$ cat src/rtl/netirq_pkg.sv
package netirq_pkg;

    localparam int REG_W = 8;
    localparam int ADR_W = 2;
    localparam int NCH   = 2;
    localparam int CH_TX = 0;
    localparam int CH_RX = 1;

    typedef enum logic [ADR_W-1:0] {
        OFS_TX_STAT = 2'd0,
        OFS_TX_MASK = 2'd1,
        OFS_RX_STAT = 2'd2,
        OFS_RX_MASK = 2'd3
    } reg_ofs_e;

    typedef struct packed {
        logic stat_wr;
        logic mask_wr;
    } chan_wr_t;

    localparam logic [REG_W-1:0] TX_RST_LEGACY = 8'h80;
    localparam logic [REG_W-1:0] TX_CLR_LEGACY = 8'h0F;
    localparam logic [REG_W-1:0] TX_CLR_ENH    = 8'hFF;
    localparam logic [REG_W-1:0] RX_CLR        = 8'h8F;
    localparam logic [REG_W-1:0] TX_RD_MASK    = 8'hAF;
    localparam logic [REG_W-1:0] RX_RD_MASK    = 8'h9F;
    localparam logic [REG_W-1:0] TX_REL_MASK   = 8'h0F;
    localparam logic [REG_W-1:0] RX_REL_MASK   = 8'h8F;
    localparam logic [REG_W-1:0] TX_EVT_VALID  = 8'hFF;
    localparam logic [REG_W-1:0] RX_EVT_VALID  = 8'h9F;

    function automatic logic [REG_W-1:0] chan_rel_mask(int ch);
        return (ch == CH_TX) ? TX_REL_MASK : RX_REL_MASK;
    endfunction

    function automatic logic [REG_W-1:0] chan_rd_mask(int ch);
        return (ch == CH_TX) ? TX_RD_MASK : RX_RD_MASK;
    endfunction

    function automatic logic [REG_W-1:0] chan_evt_valid(int ch);
        return (ch == CH_TX) ? TX_EVT_VALID : RX_EVT_VALID;
    endfunction

    function automatic logic [REG_W-1:0] tx_clr_mask(logic enh);
        return enh ? TX_CLR_ENH : TX_CLR_LEGACY;
    endfunction

    function automatic logic [REG_W-1:0] tx_rst_val(logic enh);
        return enh ? '0 : TX_RST_LEGACY;
    endfunction

    // Event assertion has priority; release is considered only after a write.
    function automatic logic irq_next(logic cur, logic ev_any, logic wr_any,
                                      logic [REG_W-1:0] act,
                                      logic [REG_W-1:0] rel);
        if (ev_any && (act != '0))
            return 1'b1;
        if (wr_any && ((act & rel) == '0))
            return 1'b0;
        return cur;
    endfunction

endpackage

$ cat src/rtl/netirq_chan.sv
module netirq_chan
    import netirq_pkg::*;
#(
    parameter logic [REG_W-1:0] REL_MASK = 8'h0F
) (
    input  logic             clk,
    input  logic             rst,
    input  logic [REG_W-1:0] rst_val,
    input  logic [REG_W-1:0] evt,
    input  logic [REG_W-1:0] clr_mask,
    input  chan_wr_t         wr,
    input  logic [REG_W-1:0] wdata,
    output logic [REG_W-1:0] stat_q,
    output logic [REG_W-1:0] mask_q,
    output logic             irq_q
);

    logic [REG_W-1:0] clr_bits;
    logic [REG_W-1:0] stat_d;
    logic [REG_W-1:0] mask_d;
    logic             irq_d;

    always_comb begin
        clr_bits = wr.stat_wr ? (wdata & clr_mask) : '0;
        // set after clear: a coincident event survives
        stat_d   = (stat_q & ~clr_bits) | evt;
        mask_d   = wr.mask_wr ? wdata : mask_q;
        irq_d    = irq_next(irq_q, evt != '0, wr.stat_wr | wr.mask_wr,
                            stat_d & mask_d, REL_MASK);
    end

    always_ff @(posedge clk) begin
        if (rst) begin
            stat_q <= rst_val;
            mask_q <= '0;
            irq_q  <= 1'b0;
        end else begin
            stat_q <= stat_d;
            mask_q <= mask_d;
            irq_q  <= irq_d;
        end
    end

endmodule

$ cat src/rtl/netirq_rdmux.sv
module netirq_rdmux
    import netirq_pkg::*;
(
    input  logic [ADR_W-1:0]          addr,
    input  logic [NCH-1:0][REG_W-1:0] stat,
    input  logic [NCH-1:0][REG_W-1:0] mask,
    output logic [REG_W-1:0]          rdata
);

    logic [NCH-1:0][REG_W-1:0] mask_vis;

    for (genvar ch = 0; ch < NCH; ch++) begin : g_vis
        assign mask_vis[ch] = mask[ch] & chan_rd_mask(ch);
    end

    always_comb begin
        unique case (reg_ofs_e'(addr))
            OFS_TX_STAT: rdata = stat[CH_TX];
            OFS_TX_MASK: rdata = mask_vis[CH_TX];
            OFS_RX_STAT: rdata = stat[CH_RX];
            OFS_RX_MASK: rdata = mask_vis[CH_RX];
            default:     rdata = '0;
        endcase
    end

endmodule

$ cat src/rtl/netirq_regs.sv
module netirq_regs
    import netirq_pkg::*;
(
    input  logic             clk,
    input  logic             rst,
    input  logic             enh_mode,
    input  logic [ADR_W-1:0] reg_addr,
    input  logic             reg_we,
    input  logic [REG_W-1:0] reg_wdata,
    output logic [REG_W-1:0] reg_rdata,
    input  logic [REG_W-1:0] tx_evt,
    input  logic [REG_W-1:0] rx_evt,
    output logic             tx_irq,
    output logic             rx_irq
);

    logic [NCH-1:0][REG_W-1:0] evt_raw;
    logic [NCH-1:0][REG_W-1:0] clr_m;
    logic [NCH-1:0][REG_W-1:0] rst_v;
    logic [NCH-1:0][REG_W-1:0] stat_q;
    logic [NCH-1:0][REG_W-1:0] mask_q;
    logic [NCH-1:0]            irq_q;
    chan_wr_t [NCH-1:0]        wr;

    always_comb begin
        evt_raw[CH_TX] = tx_evt;
        evt_raw[CH_RX] = rx_evt;
        clr_m[CH_TX]   = tx_clr_mask(enh_mode);
        clr_m[CH_RX]   = RX_CLR;
        rst_v[CH_TX]   = tx_rst_val(enh_mode);
        rst_v[CH_RX]   = '0;
    end

    for (genvar ch = 0; ch < NCH; ch++) begin : g_ch
        localparam logic [ADR_W-1:0] OFS_STAT = ADR_W'(2 * ch);
        localparam logic [ADR_W-1:0] OFS_MASK = ADR_W'(2 * ch + 1);

        assign wr[ch].stat_wr = reg_we && (reg_addr == OFS_STAT);
        assign wr[ch].mask_wr = reg_we && (reg_addr == OFS_MASK);

        netirq_chan #(
            .REL_MASK (chan_rel_mask(ch))
        ) u_chan (
            .clk      (clk),
            .rst      (rst),
            .rst_val  (rst_v[ch]),
            .evt      (evt_raw[ch] & chan_evt_valid(ch)),
            .clr_mask (clr_m[ch]),
            .wr       (wr[ch]),
            .wdata    (reg_wdata),
            .stat_q   (stat_q[ch]),
            .mask_q   (mask_q[ch]),
            .irq_q    (irq_q[ch])
        );
    end

    netirq_rdmux u_rdmux (
        .addr  (reg_addr),
        .stat  (stat_q),
        .mask  (mask_q),
        .rdata (reg_rdata)
    );

    assign tx_irq = irq_q[CH_TX];
    assign rx_irq = irq_q[CH_RX];

endmodule

$ cat config.mk
export PLATFORM = sky130hd
export DESIGN_NAME = netirq_regs
export DESIGN_NICKNAME = d
export VERILOG_FILES = /design/src/rtl/netirq_pkg.sv /design/src/rtl/netirq_chan.sv /design/src/rtl/netirq_rdmux.sv /design/src/rtl/netirq_regs.sv
export SDC_FILE = /design/constraint.sdc
export NUM_CORES = 1
export LEC_CHECK = 0
export ABC_AREA = 1
export BUFFER_PORTS_ARGS = -buffer_cell sky130_fd_sc_hd__buf_2
export CAP_MARGIN = 20
export CORE_MARGIN = 4
export CORE_UTILIZATION = 25
export DETAILED_ROUTE_END_ITERATION = 10
export SYNTH_ARGS = -nofsm -noshare
export SYNTH_HDL_FRONTEND = slang
export SYNTH_SLANG_ARGS = --single-unit
$ cat constraint.sdc
create_clock -name clk -period 3.5 [get_ports clk]
set_input_delay 1.05 -clock clk [delete_from_list [all_inputs] [get_ports clk]]
set_output_delay 1.05 -clock clk [all_outputs]
set_load 0.02 [all_outputs]
# [Yosys cells after proc, flatten, opt, wreduce, memory -nomap -nowiden]
# Cells that the tools add are included.
[word_totals] elab_cells=59 inputBits=30 out_inout_bits=10 register_bits=34
[classes] reduce_logical=17 mux=22 bitwise_logic=11 eq_ne=3
[ops] operator="2-to-1 mux 8 bit" n=7
[ops] operator="AND 8 bit" n=5
[ops] operator="case mux 8 bit (4 select lines)" n=1
[ops] operator="nonzero test 8 bit" n=4
[ops] operator="zero test 8 bit" n=2
[ops] operator="NOT 8 bit" n=2
[ops] operator="OR 8 bit" n=2
[ops] operator="2-to-1 mux 1 bit" n=14
[ops] operator="logical AND 1 bit" n=8
[ops] operator="equality test 2 bit (second input constant)" n=2
[ops] operator="nonzero test 2 bit" n=2
[ops] operator="equality test 2 x 1 -> 1 bit (second input constant)" n=1
[ops] operator="zero test 2 bit" n=1
[ops] operator="OR 1 bit" n=2

# [Depth between registers and ports, before layout]
[logic_depth] ltp_word=13 ltp_mapped=13 depth_no_buf=11

# [Modules after synthesis]
# A second synthesis with hierarchy kept.
[hier_totals] cells_unflattened=318 area_unflattened_um2=2004.4
[by_module_without_submodules] module="netirq_chan at g_ch[1].u_chan" seq_area_each_um2=340.3 n_inst=1 cells_each=131 area_per_inst_um2=880.8
[by_module_without_submodules] module="netirq_chan at g_ch[0].u_chan" seq_area_each_um2=340.3 n_inst=1 cells_each=134 area_per_inst_um2=874.6
[by_module_without_submodules] module="netirq_rdmux" seq_area_each_um2=0.0 n_inst=1 cells_each=42 area_per_inst_um2=207.7
[by_module_without_submodules] module="netirq_regs" seq_area_each_um2=0.0 n_inst=1 cells_each=11 area_per_inst_um2=41.3

# [Worst setup path before layout]
# No wires, ideal clock.
[synth_path] path_kind="input port to output port" startpoint="input port reg_addr[0]" endpoint="output port reg_rdata[0]" path_buffers=2 required_ns=2.450 setup_slack_ns=0.634 path_stages=5 arrival_ns=1.816 cell_sequence="buf_6 nor2_2 buf_2 nand2_1 o2111ai_1"
[synth_between] elab_chain_cells=2 elab_cells_between_ends=5 classes_between="eq/ne (3); mux (1); reduce/logical (1)"
[synth_rtl] item="start, declared" line_no="netirq_regs.sv:7" source="input logic [ADR_W-1:0] reg_addr,"
[synth_rtl] item="equality test 2 bit (tied with other cells)" line_no="netirq_rdmux.sv:17" source="unique case (reg_ofs_e'(addr))"
[synth_rtl] item="case mux 8 bit (4 select lines) (*)" line_no="netirq_rdmux.sv:17"
[synth_rtl] item="end, declared" line_no="netirq_regs.sv:10" source="output logic [REG_W-1:0] reg_rdata,"
# Every way passes the cells marked *; elsewhere a longest branch is shown, timed or not.

# [Final worst setup path]
[layout_path] startpoint="input port reg_addr[1]" endpoint="output port reg_rdata[2]"
# Same word-level chain as after synthesis.

==> results by group <==
Detailed routing
  • Vias per cell: 4.509
  • WL final: 4616 um
  • Pre-antenna DRT Iters: 4
  • Vias post-DR: 1718
  • 1st-iter DRT viols: 123
  • Final ANT Viol Nets: 0
  • Drt wl/cell: 12.12 um
  • DRC: 0

Logic synthesis
  • Leading cell types by total area after synthesis: dfxtp_1, nand2_1, inv_1, a21oi_1, nor2_1
  • Warnings, synthesis: 0
  • Sequential share of the synthesized area: 36.50%
  • Syn nets: 296
  • Yosys top cell by area: dfxtp_1
  • Synth cell types: 24
  • FF+latch count, synth: 30
  • Area fraction of the dominant cell type after synthesis: 36.50%
  • Post-synthesis cell area: 1645 um2
  • Mapped Cells: 266
  • Mean area per synthesized cell: 6.185 um2

Place
  • Routability Congestion: 0.8299
  • HPWL after DPL: 3547 um
  • # port buffers: 37

CTS
  • TritonCTS Buffers: 5
  • Post-CTS Setup Inserts: 0
  • Longest Clk Path Bufs: 2
  • Worst-Skew Late Latency: 0.29 ns
  • H-tree depth: 2
  • CTS tree: yes
  • CTS sink count: 30
  • Cts repair resizes: 0
  • Hold buffer count at cts: 0
  • Clock slew at reported path FFs: 0.06 ns
  • Root Driver: clkbuf_8

Cells and area
  • Commonest cells after routing, fill and taps aside: nand2_1, inv_1, buf_2
  • Final layout net count: 333
  • Fin util: 30.96%
  • Commonest non-fill, non-tap cell in the layout: nand2_1
  • P&R area growth vs syn: 20.15%
  • Diodes inserted: 0
  • Layout cells sized above 1: 17.76%

Critical path
  • CP Max Fanout: 8
  • Critical path startpoint category: input pin
  • CP Data Arrival Time: 2.05 ns
  • Crit path capture type: output port
  • CP Class: input pin to output port
  • Crit path required time: 2.45 ns

Hold path
  • Hold Crit Class: flop to flop

Global routing
  • Vias in the first global route: 1626
  • First-pass GRT wire length: 7486 um
  • GR Util All Layers: 12.55%
  • GRT overflow: 0
  • Initial antenna violation count: 0
  • Largest net degree at the start of global routing: 32

STA
  • Fin crit period: 3.096 ns
  • Worst-Margin Slew: 0.5988 ns
  • Maximum clock rate: 0.3229 GHz
  • Max Slew Vio Count: 0
  • Final setup vio count: 0
  • RSZ-0062 raised after global routing: no
  • Worst clock skew: 0.007360 ns
  • Post-route setup TNS: 0 ns
  • Hold slack: 0.4590 ns
  • Slew Limit Headroom: 60.08%
  • Final Hold Vio Count: 0
  • Final period utilization: 88.47%

Floorplan
  • Std-Cell Rows: 29
  • Die Y-Extent: 89.13 um
  • Initial Utilization: 25.76%
  • IO Count: 40
  • Core footprint: 6386 um2
  • Die ar.: 7943 um2
  • Die X: 89.13 um

Power and ir drop
  • Psw: 241.1 uW
  • Cell area power density: 412.5 nW/um2
  • Clock power frac: 35.7%
  • Flop pwr share: 45.7%
  • Switching share of power: 29.57%
  • Gate power share: 18.6%
  • Pint: 574.2 uW
  • Leak pwr: 1.021 nW
  • VDD IR max: 0.1519 mV

Run status
  • Run status: finished clean

Job
  • Number of max-cap violations: 0
critical path, cell delays in order:
cell	delay, ns
buf_2	0.17
buf_4	0.19
nor2_4	0.22
nand2_1	0.08
o2111ai_1	0.12
buf_2	0.21
worst paths after layout:
| path | start | slack (ns) | cells after the start | to |
|---|---|---|---|---|
| worst max-delay path | reg_addr[1] | 0.40 | 6 | reg_rdata[2] |
| worst min-delay path | g_ch[0].u_chan.irq_q | 0.46 | 2 | g_ch[0].u_chan.irq_q |
| worst max register to register | g_ch[1].u_chan.mask_q[2] | 2.43 | 8 | g_ch[1].u_chan.irq_q |
| worst min register to register | g_ch[0].u_chan.irq_q | 0.46 | 2 | g_ch[0].u_chan.irq_q |
registers in the layout, indices dropped and copies added (netlist names):
signal and flops:
g_ch.u_chan.mask_q 14, g_ch.u_chan.stat_q 14, g_ch.u_chan.irq_q 2
power groups by stage:
stage | sequential (mW) | combinational, mW | clock, mW
finish | 0.373 | 0.152 | 0.291
global route | 0.375 | 0.174 | 0.311
CTS | 0.373 | 0.154 | 0.298
detailed placement | 0.380 | 0.153 | 0
global placement | 0.380 | 0.152 | 0
floorplan | 0.382 | 0.0984 | 0
cell type report:
class,count,area [um2]
clock buffers,7,86.33
fillers,720,4409
multi-input cells,187,838.3
repair buffers,39,200.2
well taps,77,96.34
flip-flops and latches,30,600.6
inverters,40,150.1
clock inverters,1,5.005
per-stage QoR:
| step | setup slack [ns] | std cells | area [um2] | power (mW) |
|---|---|---|---|---|
| final | 0.4035 | 381 | 1977 | 0.8154 |
| after global routing | 0.3433 | 381 | 1977 | 0.8594 |
| after CTS | 0.3997 | 381 | 1977 | 0.8248 |
| after detailed placement | 0.4041 | 373 | 1886 | 0.5333 |
| after global placement | 0.3961 | 373 | 1886 | 0.5314 |
| after floorplan | 0.6340 | 266 | 1645 | 0.4804 |
cell families (layout without fill, tap and decap cells):
family	after synthesis	after routing	synth area share, %
and+or+nand+nor	153	153	39.16
buffers and inverters	49	87	12.55
DFF	30	30	36.50
AOI/OAI and AO/OA	34	34	11.79
per-layer routing:
metal  routed length, um  vias to the layer above  part of all wire, %  track usage (%)
met2                2208                       31                   48            20.36
met1                2112                      778                   46            15.53
met5                   0                        -                    0                0
met3                 228                        6                  4.9            3.779
met4                  67                        0                  1.5            5.007
li1                    -                      903                    -                -
cell usage after synthesis (all sizes together):
library cell	n
dfxtp	30
nand2	106
inv	40
nor4	3
nand3	13
a21oi	20
buf	6
nand4	6
o21a	1
nor3b	1
nor2	24
clkbuf	3
o2111ai	3
o21ai	9
o211ai	1
Note: power is estimated with default switching activity, not from simulation.
